## src/rtl/pcgen_pkg.sv

```systemverilog
package pcgen_pkg;

    typedef enum logic [1:0] {
        PS_EMPTY,
        PS_FILL,
        PS_FULL,
        PS_HOLD
    } pipe_state_e;

    localparam logic EXC_INTERRUPT = 1'b0;
    localparam logic EXC_SWTRAP    = 1'b1;

endpackage

```

## src/rtl/pcgen_ctrl.sv

```systemverilog
module pcgen_ctrl
    import pcgen_pkg::*;
(
    input  logic clk,
    input  logic rst_n,
    input  logic stall_req,
    input  logic branch_req,
    input  logic exc_req,
    output logic dec_valid,
    output logic exe_valid,
    output logic hold,
    output logic redirect
);

    pipe_state_e state_q;
    pipe_state_e state_d;

    // state register
    always_ff @(posedge clk) begin
        if (!rst_n) state_q <= PS_EMPTY;
        else        state_q <= state_d;
    end

    // transitions
    always_comb begin
        state_d = state_q;
        unique case (state_q)
            PS_EMPTY: state_d = PS_FILL;
            PS_FILL:  state_d = stall_req ? PS_HOLD : PS_FULL;
            PS_FULL: begin
                if (branch_req || exc_req) state_d = PS_EMPTY;
                else if (stall_req)        state_d = PS_HOLD;
                else                       state_d = PS_FULL;
            end
            PS_HOLD:  state_d = stall_req ? PS_HOLD : PS_FULL;
            default:  state_d = PS_EMPTY;
        endcase
    end

    // outputs
    always_comb begin
        dec_valid = (state_q != PS_EMPTY);
        exe_valid = (state_q == PS_FULL);
        redirect  = exe_valid && (branch_req || exc_req);
        hold      = dec_valid && stall_req && !redirect;
    end

endmodule

```

## src/rtl/pcgen_fetch.sv

```systemverilog
module pcgen_fetch #(
    parameter int XLEN = 32
) (
    input  logic            clk,
    input  logic            rst_n,
    input  logic            hold,
    input  logic            redirect,
    input  logic [XLEN-1:0] redirect_addr,
    output logic [XLEN-1:0] fetch_addr,
    output logic [XLEN-1:0] fetch_inc
);

    localparam logic [XLEN-1:0] STEP = XLEN'(4);

    logic [XLEN-1:0] fpc_q;

    assign fetch_addr = fpc_q;
    assign fetch_inc  = fpc_q + STEP;

    always_ff @(posedge clk) begin
        if (!rst_n)        fpc_q <= '0;
        else if (redirect) fpc_q <= redirect_addr;
        else if (!hold)    fpc_q <= fetch_inc;
    end

endmodule

```

## src/rtl/pcgen_latch.sv

```systemverilog
module pcgen_latch #(
    parameter int XLEN = 32,
    parameter int IW   = 32
) (
    input  logic            clk,
    input  logic            rst_n,
    input  logic            advance,
    input  logic            dec_valid,
    input  logic [IW-1:0]   instr_in,
    input  logic [XLEN-1:0] fetch_inc,
    output logic [IW-1:0]   exe_instr,
    output logic [XLEN-1:0] exe_pc4,
    output logic [XLEN-1:0] exe_pc8
);

    logic [IW-1:0]   dec_instr_q;
    logic [XLEN-1:0] dec_pc4_q;

    // plus-4 comes from the fetch incrementer when the word is captured;
    // plus-8 is the same incrementer when the word leaves decode
    always_ff @(posedge clk) begin
        if (!rst_n) begin
            dec_instr_q <= '0;
            dec_pc4_q   <= '0;
            exe_instr   <= '0;
            exe_pc4     <= '0;
            exe_pc8     <= '0;
        end else if (advance) begin
            dec_instr_q <= instr_in;
            dec_pc4_q   <= fetch_inc;
            if (dec_valid) begin
                exe_instr <= dec_instr_q;
                exe_pc4   <= dec_pc4_q;
                exe_pc8   <= fetch_inc;
            end
        end
    end

endmodule

```

## src/rtl/pipe_pc_gen.sv

```systemverilog
module pipe_pc_gen
    import pcgen_pkg::*;
#(
    parameter int XLEN  = 32,
    parameter int IW    = 32,
    parameter int OFF_W = 24
) (
    input  logic             clk,
    input  logic             rst_n,
    output logic [XLEN-1:0]  fetch_addr,
    output logic             fetch_valid,
    input  logic [IW-1:0]    instr_in,
    input  logic             stall_decode,
    input  logic             branch_take,
    input  logic [OFF_W-1:0] branch_offset,
    input  logic             exc_take,
    input  logic [XLEN-1:0]  exc_vector,
    input  logic             exc_kind,
    output logic             exec_valid,
    output logic [IW-1:0]    exec_instr,
    output logic [XLEN-1:0]  pc_operand,
    output logic [XLEN-1:0]  link_value
);

    localparam int PAD_W = XLEN - OFF_W - 2;

    logic            dec_valid;
    logic            hold;
    logic            redirect;
    logic [XLEN-1:0] fetch_inc;
    logic [XLEN-1:0] exe_pc4;
    logic [XLEN-1:0] exe_pc8;
    logic [XLEN-1:0] off_bytes;
    logic [XLEN-1:0] br_target;
    logic [XLEN-1:0] redirect_addr;

    pcgen_ctrl u_ctrl (
        .clk        (clk),
        .rst_n      (rst_n),
        .stall_req  (stall_decode),
        .branch_req (branch_take),
        .exc_req    (exc_take),
        .dec_valid  (dec_valid),
        .exe_valid  (exec_valid),
        .hold       (hold),
        .redirect   (redirect)
    );

    pcgen_fetch #(.XLEN(XLEN)) u_fetch (
        .clk           (clk),
        .rst_n         (rst_n),
        .hold          (hold),
        .redirect      (redirect),
        .redirect_addr (redirect_addr),
        .fetch_addr    (fetch_addr),
        .fetch_inc     (fetch_inc)
    );

    pcgen_latch #(.XLEN(XLEN), .IW(IW)) u_latch (
        .clk       (clk),
        .rst_n     (rst_n),
        .advance   (!hold && !redirect),
        .dec_valid (dec_valid),
        .instr_in  (instr_in),
        .fetch_inc (fetch_inc),
        .exe_instr (exec_instr),
        .exe_pc4   (exe_pc4),
        .exe_pc8   (exe_pc8)
    );

    assign off_bytes     = {{PAD_W{branch_offset[OFF_W-1]}}, branch_offset, 2'b00};
    assign br_target     = exe_pc8 + off_bytes;
    assign redirect_addr = exc_take ? exc_vector : br_target;
    assign fetch_valid   = !hold && !redirect;
    assign pc_operand    = exe_pc8;
    assign link_value    = (exec_valid && exc_take && (exc_kind == EXC_INTERRUPT))
                           ? exe_pc8 : exe_pc4;

endmodule

```

## config.mk

```make
export PLATFORM = sky130hd
export DESIGN_NAME = pipe_pc_gen
export DESIGN_NICKNAME = d
export VERILOG_FILES = /design/src/rtl/pcgen_pkg.sv /design/src/rtl/pcgen_ctrl.sv /design/src/rtl/pcgen_fetch.sv /design/src/rtl/pcgen_latch.sv /design/src/rtl/pipe_pc_gen.sv
export SDC_FILE = /design/constraint.sdc
export NUM_CORES = 1
export LEC_CHECK = 0
export BUFFER_PORTS_ARGS = -buffer_cell sky130_fd_sc_hd__buf_4
export CORE_MARGIN = 1
export CORE_UTILIZATION = 56
export CTS_BUF_LIST = sky130_fd_sc_hd__clkbuf_8
export DETAILED_ROUTE_END_ITERATION = 8
export PLACE_DENSITY_LB_ADDON = 0.08
export SYNTH_ARGS = -nofsm -noshare
export SYNTH_HDL_FRONTEND = slang
export SYNTH_SLANG_ARGS = --single-unit
```

## constraint.sdc

```tcl
create_clock -name clk -period 3 [get_ports clk]
set_input_delay 0.15 -clock clk [delete_from_list [all_inputs] [get_ports clk]]
set_output_delay 0.15 -clock clk [all_outputs]
set_load 0.005 [all_outputs]
```

== After elaboration in Yosys (flattened, before gate mapping) ==
Cells that the tools add are included.
Word-level totals
  bits in registers: 194
  input bits: 94
  output and inout port bits: 130
  word-level logic and storage cells: 34
Cells by class
  $add $sub $neg: 2
  eq/ne operators: 4
  multiplexer cells: 7
  bitwise operators: 1
  reduce and logical (&&, ||, !) cells: 13
Operators by type and width (count)
  $mux 32: 4
  $add 32x3->32 const B: 1
  $add 32x32->32: 1
  $logic_and 1x1->1: 6
  $pmux 2 s3: 1
  $eq 2x2->1 const B: 2
  $eq 2x1->1 const B: 1
  $logic_not 1->1: 2
  $logic_not 2->1: 1
  $mux 2: 1
  $ne 2x2->1 const B: 1
  $reduce_and 2->1: 1
  $reduce_bool 2->1: 1
  $reduce_or 2->1: 1
  $logic_or 1x1->1: 1
  $mux 1: 1
  $not 1->1: 1

== Longest topological paths before layout ==
Gate-level depths: netlist (run 1).
  depth after elaboration: 7
  mapped depth: 12
  depth with buffers taken out: 9

== Cells and area by module ==
From an unflattened synthesis (run 1), not the netlist that was laid out.
Unflattened totals
  cells, all modules: 1292
  area total of the unflattened synthesis: 10951.8 µm²
By module, submodules not included
  pcgen_latch: instances 1, cells an instance 644, area each 6095.8 µm², seq. area each 3203.1 µm²
  pipe_pc_gen: instances 1, cells an instance 341, area each 2419.8 µm², seq. area each 0.0 µm²
  pcgen_fetch: instances 1, cells an instance 295, area each 2332.2 µm², seq. area each 640.6 µm²
  pcgen_ctrl: instances 1, cells an instance 12, area each 103.8 µm², seq. area each 40.0 µm²

== Least setup slack after synthesis (run 1) ==
OpenSTA, ideal clock, no wires.
  kind: register to register
  start point: register u_latch.exe_pc8[2]
  end point: register u_fetch.fpc_q[28], in the netlist u_fetch.fetch_addr[28]
  library setup time: 0.127 ns
  data arrival time: 2.261 ns
  data required time: 2.873 ns
  path slack: 0.612 ns
  stages on the path, launching flop included: 10
  path buffers: 0
  clock period less this slack: 2.388 ns
  cells stage by stage: dfxtp_1 ha_1 fa_1 a211oi_1 o21ai_1 nand4_1 nand4_1 a41oi_1 nor4_1 or3_1
Between the ends
  cells in the longest elaborated chain, start to end: 3
Ends and longest elaborated chain
  from (decl): RTL line pcgen_latch.sv:13  | output logic [XLEN-1:0] exe_pc8
  from (signal assigned): RTL line pcgen_latch.sv:34  | exe_pc8 <= fetch_inc;
  $add 32x32->32: RTL line pipe_pc_gen.sv:72  | assign br_target = exe_pc8 + off_bytes;
  $mux 32: RTL line pipe_pc_gen.sv:73  | assign redirect_addr = exc_take ? exc_vector : br_target;
  $mux 32: RTL line pcgen_fetch.sv:22  | else if (redirect) fpc_q <= redirect_addr;
  to (signal assigned): RTL line pcgen_fetch.sv:22
  to (signal assigned): RTL line pcgen_fetch.sv:23  | else if (!hold) fpc_q <= fetch_inc;
  to (decl): RTL line pcgen_fetch.sv:15  | logic [XLEN-1:0] fpc_q;
Every way passes these cells.
A chain may end at the register's enable or synchronous reset.

== Worst setup path after layout (run 1) ==
Ends and elaborated chain as after synthesis.

==> results of run 1 <==
cells in the final DEF (no fill, tap or decap), types with 11 or more instances in the layout:
cell	instances
sky130_fd_sc_hd__a211oi_1	57
sky130_fd_sc_hd__a21o_1	19
sky130_fd_sc_hd__a21oi_1	159
sky130_fd_sc_hd__a31oi_1	12
sky130_fd_sc_hd__and3_1	11
sky130_fd_sc_hd__buf_4	251
sky130_fd_sc_hd__clkbuf_8	17
sky130_fd_sc_hd__dfxtp_1	194
sky130_fd_sc_hd__dlygate4sd3_1	42
sky130_fd_sc_hd__ha_1	30
sky130_fd_sc_hd__mux2_2	32
sky130_fd_sc_hd__nand2_1	265
sky130_fd_sc_hd__nand3_1	20
sky130_fd_sc_hd__nor2_1	101
sky130_fd_sc_hd__nor3_1	18
sky130_fd_sc_hd__o21ai_0	39
sky130_fd_sc_hd__xnor2_1	26
sky130_fd_sc_hd__xor2_1	16
through the flow:
step	util	setup WS (ps)
final	0.725	234
after global routing	0.725	12.8
after CTS	0.725	287
after detailed placement	0.678	304
after global placement	0.678	334
after floorplan	-	612
sequential cells by signal (all words and copies together) (netlist names):
name and flops:
u_fetch.fetch_addr 32, u_latch.dec_instr_q 32, u_latch.dec_pc4_q 32, u_latch.exe_instr 32, u_latch.exe_pc4 32, u_latch.exe_pc8 32
u_ctrl.state_q 2
timing repair:
action | 4_1_cts | 5_1_grt
gates resized for setup | 0 | 0
hold endpoints to repair | 43 | 0
buffers inserted | 0 | 0
hold buffers | 42 | 0
where the power goes:
part           switching, mW  internal [mW]
sequential             0.148           2.74
clock                   1.06          0.627
combinational          0.771          0.595
total                   1.98           3.96
cell families after synthesis:
logic type | after synthesis
XOR/XNOR | 42
adder cells (fa/ha/maj) | 31
buffers and inverters | 99
multiplexers | 36
AO/OA/AOI/OAI | 361
flip-flops | 194
AND/OR/NAND/NOR | 482
worst reg2reg max path: cells and delay by family, from the launching register on:
| kind | cells | cell delay (ps) |
|---|---|---|
| compound gates | 3 | 820 |
| fa+ha+maj | 2 | 640 |
| flops | 1 | 350 |
| simple gates | 4 | 850 |
how the worst max path moves through the flow:
| stage | startpoint | cells past startpoint | to | slack [ps] |
|---|---|---|---|---|
| floorplan | u_latch.exe_pc8[2] | 9 | u_fetch.fetch_addr[28] | 610 |
| global placement | u_latch.exe_pc8[2] | 9 | u_fetch.fetch_addr[28] | 330 |
| detailed placement | u_latch.exe_pc8[2] | 9 | u_fetch.fetch_addr[28] | 300 |
| CTS | u_latch.exe_pc8[2] | 9 | u_fetch.fetch_addr[28] | 290 |
| global route | u_latch.exe_pc8[2] | 9 | u_fetch.fetch_addr[16] | 10 |
| finish | u_latch.exe_pc8[2] | 9 | u_fetch.fetch_addr[28] | 230 |
per-layer routing:
metal / share of wire / GRT usage
met2: 0.49 / 0.601
met3: 0.058 / 0.0604
met1: 0.39 / 0.399
met5: 0 / 0
met4: 0.059 / 0.202
final cells by class:
cell class	instances	area (µm²)	area share
multi-input combinational	952	5600	0.446
timing repair buffer	295	2340	0.187
sequential	194	3880	0.310
tap	225	282	0.0224
inverter	9	40.0	0.00319
clock buffer	17	234	0.0187
clock inverter	14	163	0.0130
==> run summary, run 1 <==
## STA
- Final setup viols: 0
- achievable clock frequency: 362 MHz
- final hold slack: 24.4 ps
- final worst path period need: 2770 ps
- unrepaired setup endpoints after global routing: no
- Post-Route Skew: 18.7 ps
- sum of negative setup slack: 0 ps
- final hold violation count: 0
- final number of max-transition violations: 0
- period utilisation layout: 0.922
- transition time at the pin with the least slew margin: 1020 ps
- worst rel slew slack: 0.318

## Final layout
- final design instance area without fill: 12500 µm²
- share of cells above drive strength 1: 0.233
- layout net count: 1594
- Non-Filler Instances: 1706
- fill count: 1411
- diodes inserted: 0
- signed area change from the synthesized netlist to the final layout: 26.6%

## Logic synthesis
- Synth Warn #: 0
- Netlist cell types: 76
- Netlist Area Pre-Place: 9910 µm²
- main combinational cell family by area after synthesis: compound AO/OA/AOI/OAI gates
- cell types with the largest area share after synthesis: sky130_fd_sc_hd__dfxtp_1, sky130_fd_sc_hd__nand2_1, sky130_fd_sc_hd__a21oi_1
- XOR/XNOR share of the synthesized area: 0.0371
- most used standard cells in the synthesized netlist: sky130_fd_sc_hd__nand2_1, sky130_fd_sc_hd__dfxtp_1, sky130_fd_sc_hd__a21oi_1
- share of the synthesized area in the top cell type: 0.392
- sequential area share after synthesis: 0.392
- count of flip-flops with a built-in enable after synthesis: 0
- share of flip-flops with an asynchronous set or reset after synthesis: 0
- simple logic cell fraction of the synthesized area: 0.220
- library cell with the largest summed area after synthesis: sky130_fd_sc_hd__dfxtp_1
- fraction of synthesized area in multiplexers: 0.0404
- number of standard cells after synthesis: 1245
- post-synthesis compound-gate area fraction: 0.227
- Synth Flop Type: sky130_fd_sc_hd__dfxtp_1
- share of synthesized cell area in full adder, half adder and majority cells: 0.0399
- FF+latch count, synth: 194
- most instantiated library cell after synthesis: sky130_fd_sc_hd__nand2_1
- syn_area_per_cell: 7.96 µm²
- number of nets in the synthesized netlist: 1370

## Worst setup path
- delay of the slowest cell on the worst path: 430 ps
- library cell appearing most often on the critical path: sky130_fd_sc_hd__nand4_1
- minimum setup slack among reg-to-reg paths: 230 ps
- data required time of the worst path: 3380 ps
- critical-path maximum fanout: 5
- count of buffer and inverter cells on the critical path: 0
- critical register-to-register path startpoint: u_latch.exe_pc8[2]
- largest delay contributor family on the critical path: simple AND/OR/NAND/NOR gates
- endpoint of the worst-slack reg-to-reg timing path: u_fetch.fetch_addr[28]
- CP Data Arrival Time: 3140 ps
- Cell Chain, Critical Path: ha_1, fa_1, a211oi_1, o21ai_1, nand4_1, nand4_1, a41oi_1, nor4_1, or3_1
- CP max stage cell: sky130_fd_sc_hd__fa_1
- capturing element type of the critical path: flip-flop
- R2R depth: 9
- critical path launch point type: flip-flop
- Critical Setup Path Class: reg2reg

## Power
- maximum resistive drop on vdd: 0.000367 V
- total power: 5.93 mW
- power per cell area: 473 nW/µm²
- static power due to leakage: 5.21 nW

## Clocking
- clock-pin transition on the worst setup and hold timing paths: 110 ps
- Longest Clk Path Bufs: 2
- number of levels in the clock H-tree: 4
- TritonCTS clock tree: yes
- number of clock sinks: 194
- Clock Tree Root: sky130_fd_sc_hd__clkbuf_8
- number of buffers added by the clock tree synthesis step: 17
- clk_lat worst skew: 490 ps

## Placement
- Final HPWL DP: 22700 µm
- Post-DP Area: 11700 µm²
- weighted congestion reported at the end of routability-driven placement: 0.938
- Buffers on Ports: 223
- number of instances in the placed design: 1633

## Die
- area of the die: 18200 µm²
- row count: 48
- IO Count: 224
- Starting Density: 0.573
- Core Footprint: 17300 µm²
- Die Y-Extent: 135 µm
- die extent in x: 135 µm

## Route
- number of vias per cell: 5.90
- per-cell routed wire length: 18.6 µm
- antenna-violating nets left: 0
- number of optimization iterations in the first detailed-route pass: 6
- initial DRC count: 744
- vias: 10100
- number of design rule violations left after detail routing: 0
- Total Wirelength: 31800 µm

## Global route
- maximum number of pins on one net before global-route repair: 141
- GRT Total Usage: 0.346
- total gr overflow: 0
- global-route wire length before repair: 48300 µm
- number of global-route vias before repair: 9183
- number of antenna violations at the first check in global routing: 0

## Run status
- status: complete, no violations

## Min path
- Min-Delay Path Class: in2reg
- cell depth of the worst hold path: 4
- Hold Startpoint: exc_vector[29]
- hold path endpoint: u_fetch.fetch_addr[29]

## Job
- count of maximum capacitance violations: 0

No activity file was read; power rests on OpenSTA's default activity.
==> inputs of run 2 (changes only) <==
Settings changed: REMOVE_ABC_BUFFERS set to 1.
==> run 2 against run 1 <==
  * Fmax barely moved
  * Highest routed layer unchanged
  * Clock power rose by 5%
  * Sequential cell count did not move
  * Power rose by 0.89%
  * Worst setup slack got worse by 2.6 ps
  * Non-clock buffer count fell by 4
  * Final cell count fell by 0.18%
  * Count of clock-buffer cells in the layout did not move
  * Combinational power barely moved
  * Global-route usage fell by 1.1 points
==> run summary, run 2 (synthesized netlist as in run 1, its figures left out) <==
## Global route
- total gr overflow: 0, unchanged
- GRT Total Usage: 0.335, -0.0113
- global-route wire length before repair: 47700 µm, -1.1%
- number of global-route vias before repair: 9148, -0.38%
- maximum number of pins on one net before global-route repair: 97, -31%
- number of antenna violations at the first check in global routing: 0, unchanged

## Die
- Die Y-Extent: 135 µm, unchanged
- Core Footprint: 17300 µm², unchanged
- area of the die: 18200 µm², unchanged
- Starting Density: 0.573, unchanged
- row count: 48, unchanged
- die extent in x: 135 µm, unchanged
- IO Count: 224, unchanged

## Worst setup path
- Critical Setup Path Class: reg2reg
- capturing element type of the critical path: flip-flop
- R2R depth: 9, unchanged
- crit path launch: u_latch.exe_pc8[2]
- endpoint of the worst-slack reg-to-reg timing path: u_fetch.fetch_addr[28]
- critical path capture point: u_fetch.fetch_addr[28]
- library cell appearing most often on the critical path: sky130_fd_sc_hd__nand4_1
- delay of the slowest cell on the worst path: 450 ps, +20 ps
- CP Data Arrival Time: 3130 ps, about the same
- critical-path maximum fanout: 4, -1
- critical register-to-register path startpoint: u_latch.exe_pc8[2]
- CP max stage cell: sky130_fd_sc_hd__fa_1
- Cell Chain, Critical Path: ha_1, fa_1, a211oi_1, o21ai_1, nand4_1, nand4_1, a41oi_1, nor4_1, or3_1
- data required time of the worst path: 3360 ps, -20 ps
- critical path launch point type: flip-flop
- minimum setup slack among reg-to-reg paths: 230 ps, about the same

## Power
- cell-internal power: 3.97 mW, +0.30%
- Comb power frac: 0.226, -0.004
- total power: 5.99 mW, +0.89%
- Reg power frac: 0.481, -0.005
- power per cell area: 477 nW/µm², +0.80%
- static power due to leakage: 5.20 nW, -0.14%
- clock network fraction of design power: 0.294, +0.010
- Switching Power: 2.02 mW, +2.1%
- maximum resistive drop on vdd: 0.000349 V, -4.7%
- switching power share of the total: 0.337, +0.00391

## STA
- unrepaired setup endpoints after global routing: no
- sum of negative setup slack: 0 ps, unchanged
- final worst path period need: 2770 ps, +2.60 ps
- final hold violation count: 0, unchanged
- Post-Route Skew: 15.7 ps, -3.03 ps
- period utilisation layout: 0.923, about the same
- final number of max-transition violations: 0, unchanged
- achievable clock frequency: 361 MHz, about the same
- min setup slack post-route: 232 ps, -2.60 ps
- worst rel slew slack: 0.481, +0.162
- transition time at the pin with the least slew margin: 771 ps, -251 ps
- Final setup viols: 0, unchanged

## Final layout
- share of cells above drive strength 1: 0.230, -0.00291
- most frequent standard cell in the layout excluding fill and tap cells: sky130_fd_sc_hd__nand2_1
- most frequent cells in the layout: sky130_fd_sc_hd__nand2_1, sky130_fd_sc_hd__buf_4, sky130_fd_sc_hd__dfxtp_1
- layout net count: 1590, -0.25%
- signed area change from the synthesized netlist to the final layout: 26.8%, about the same
- final design instance area without fill: 12600 µm², about the same
- diodes inserted: 0, unchanged
- Core Util, Final: 0.726, about the same

## Placement
- Final HPWL DP: 21300 µm, -6.1%
- Post-DP Area: 11700 µm², -0.17%
- weighted congestion reported at the end of routability-driven placement: 0.943, +0.45%
- dpl ws: 320 ps, +15.3 ps
- Buffers on Ports: 223, unchanged

## Clocking
- clk_lat worst skew: 480 ps, about the same
- Post CTS Setup Buffer Count: 0, unchanged
- number of clock sinks: 194, unchanged
- Longest Clk Path Bufs: 2, unchanged
- number of levels in the clock H-tree: 4, unchanged
- clock-pin transition on the worst setup and hold timing paths: 120 ps, about the same
- Clock Tree Root: sky130_fd_sc_hd__clkbuf_8
- hold buffer count at CTS: 43, +2.4%
- TritonCTS clock tree: yes
- number of buffers added by the clock tree synthesis step: 17, unchanged
- post-cts gate resize count: 0, unchanged

## Route
- number of design rule violations left after detail routing: 0, unchanged
- antenna-violating nets left: 0, unchanged
- Total Wirelength: 30800 µm, -3.1%
- per-cell routed wire length: 18.1 µm, -2.9%
- initial DRC count: 881, +18%
- number of vias per cell: 5.89, about the same
- number of optimization iterations in the first detailed-route pass: 7, +1
- vias: 10000, -0.23%

## Min path
- Min-Delay Path Class: in2reg

## Job
- count of maximum capacitance violations: 0, unchanged

## Run status
- status: complete, no violations

## run 2: worst min path at each step
stage | start | endpoint | slack [ps] | cells after the start
final | exc_vector[1] | u_fetch.fetch_addr[1] | 30 | 3
after global routing | exc_vector[17] | u_fetch.fetch_addr[17] | 50 | 4
after CTS | exc_vector[1] | u_fetch.fetch_addr[1] | 4 | 3
after detailed placement | instr_in[22] | u_latch.dec_instr_q[22] | 410 | 3
after global placement | instr_in[28] | u_latch.dec_instr_q[28] | 400 | 3
after floorplan | rst_n | u_fetch.fetch_addr[14] | 270 | 1
## run 2: worst max-delay path: cells and delay by family, from the launching register on
kind                     cells  cell delay, ps
AO/OA/AOI/OAI                3             820
adder cells (fa/ha/maj)      2             660
AND/OR/NAND/NOR              4             810
flip-flops                   1             360
## run 2: per-stage QoR
stage          hold slack (ps)  cells
3_5_place_dp               405   1628
3_3_place_gp               397   1628
2_1_floorplan              267   1155
5_1_grt                   49.6   1703
6_report                  30.5   1703
4_1_cts                   4.29   1703
## run 2: layer usage
metal  vias up  track usage  part of all wire
met4         0        0.133             0.030
met2       420        0.546              0.48
li1       4848            -                 -
met5         -            0                 0
met3        71       0.0649             0.075
met1      4699        0.434              0.42
## run 2: layout make-up
| cell class | instances | area, µm² |
|---|---|---|
| Tap cell | 225 | 282 |
| Clock inverter | 15 | 184 |
| Inverter | 9 | 40.0 |
| Multi-Input combinational cell | 952 | 5600 |
| Clock buffer | 17 | 234 |
| Sequential cell | 194 | 3880 |
| Fill cell | 1401 | 4740 |
| Timing Repair Buffer | 291 | 2330 |
## run 2: power by group through the flow
stage               logic [mW]  registers (mW)  clock network, mW
finish                    1.35            2.88               1.76
global route              1.47            2.90               1.88
global placement          1.27            2.93                  0
detailed placement        1.28            2.93                  0
floorplan                0.765            2.91                  0
CTS                       1.34            2.87               1.79
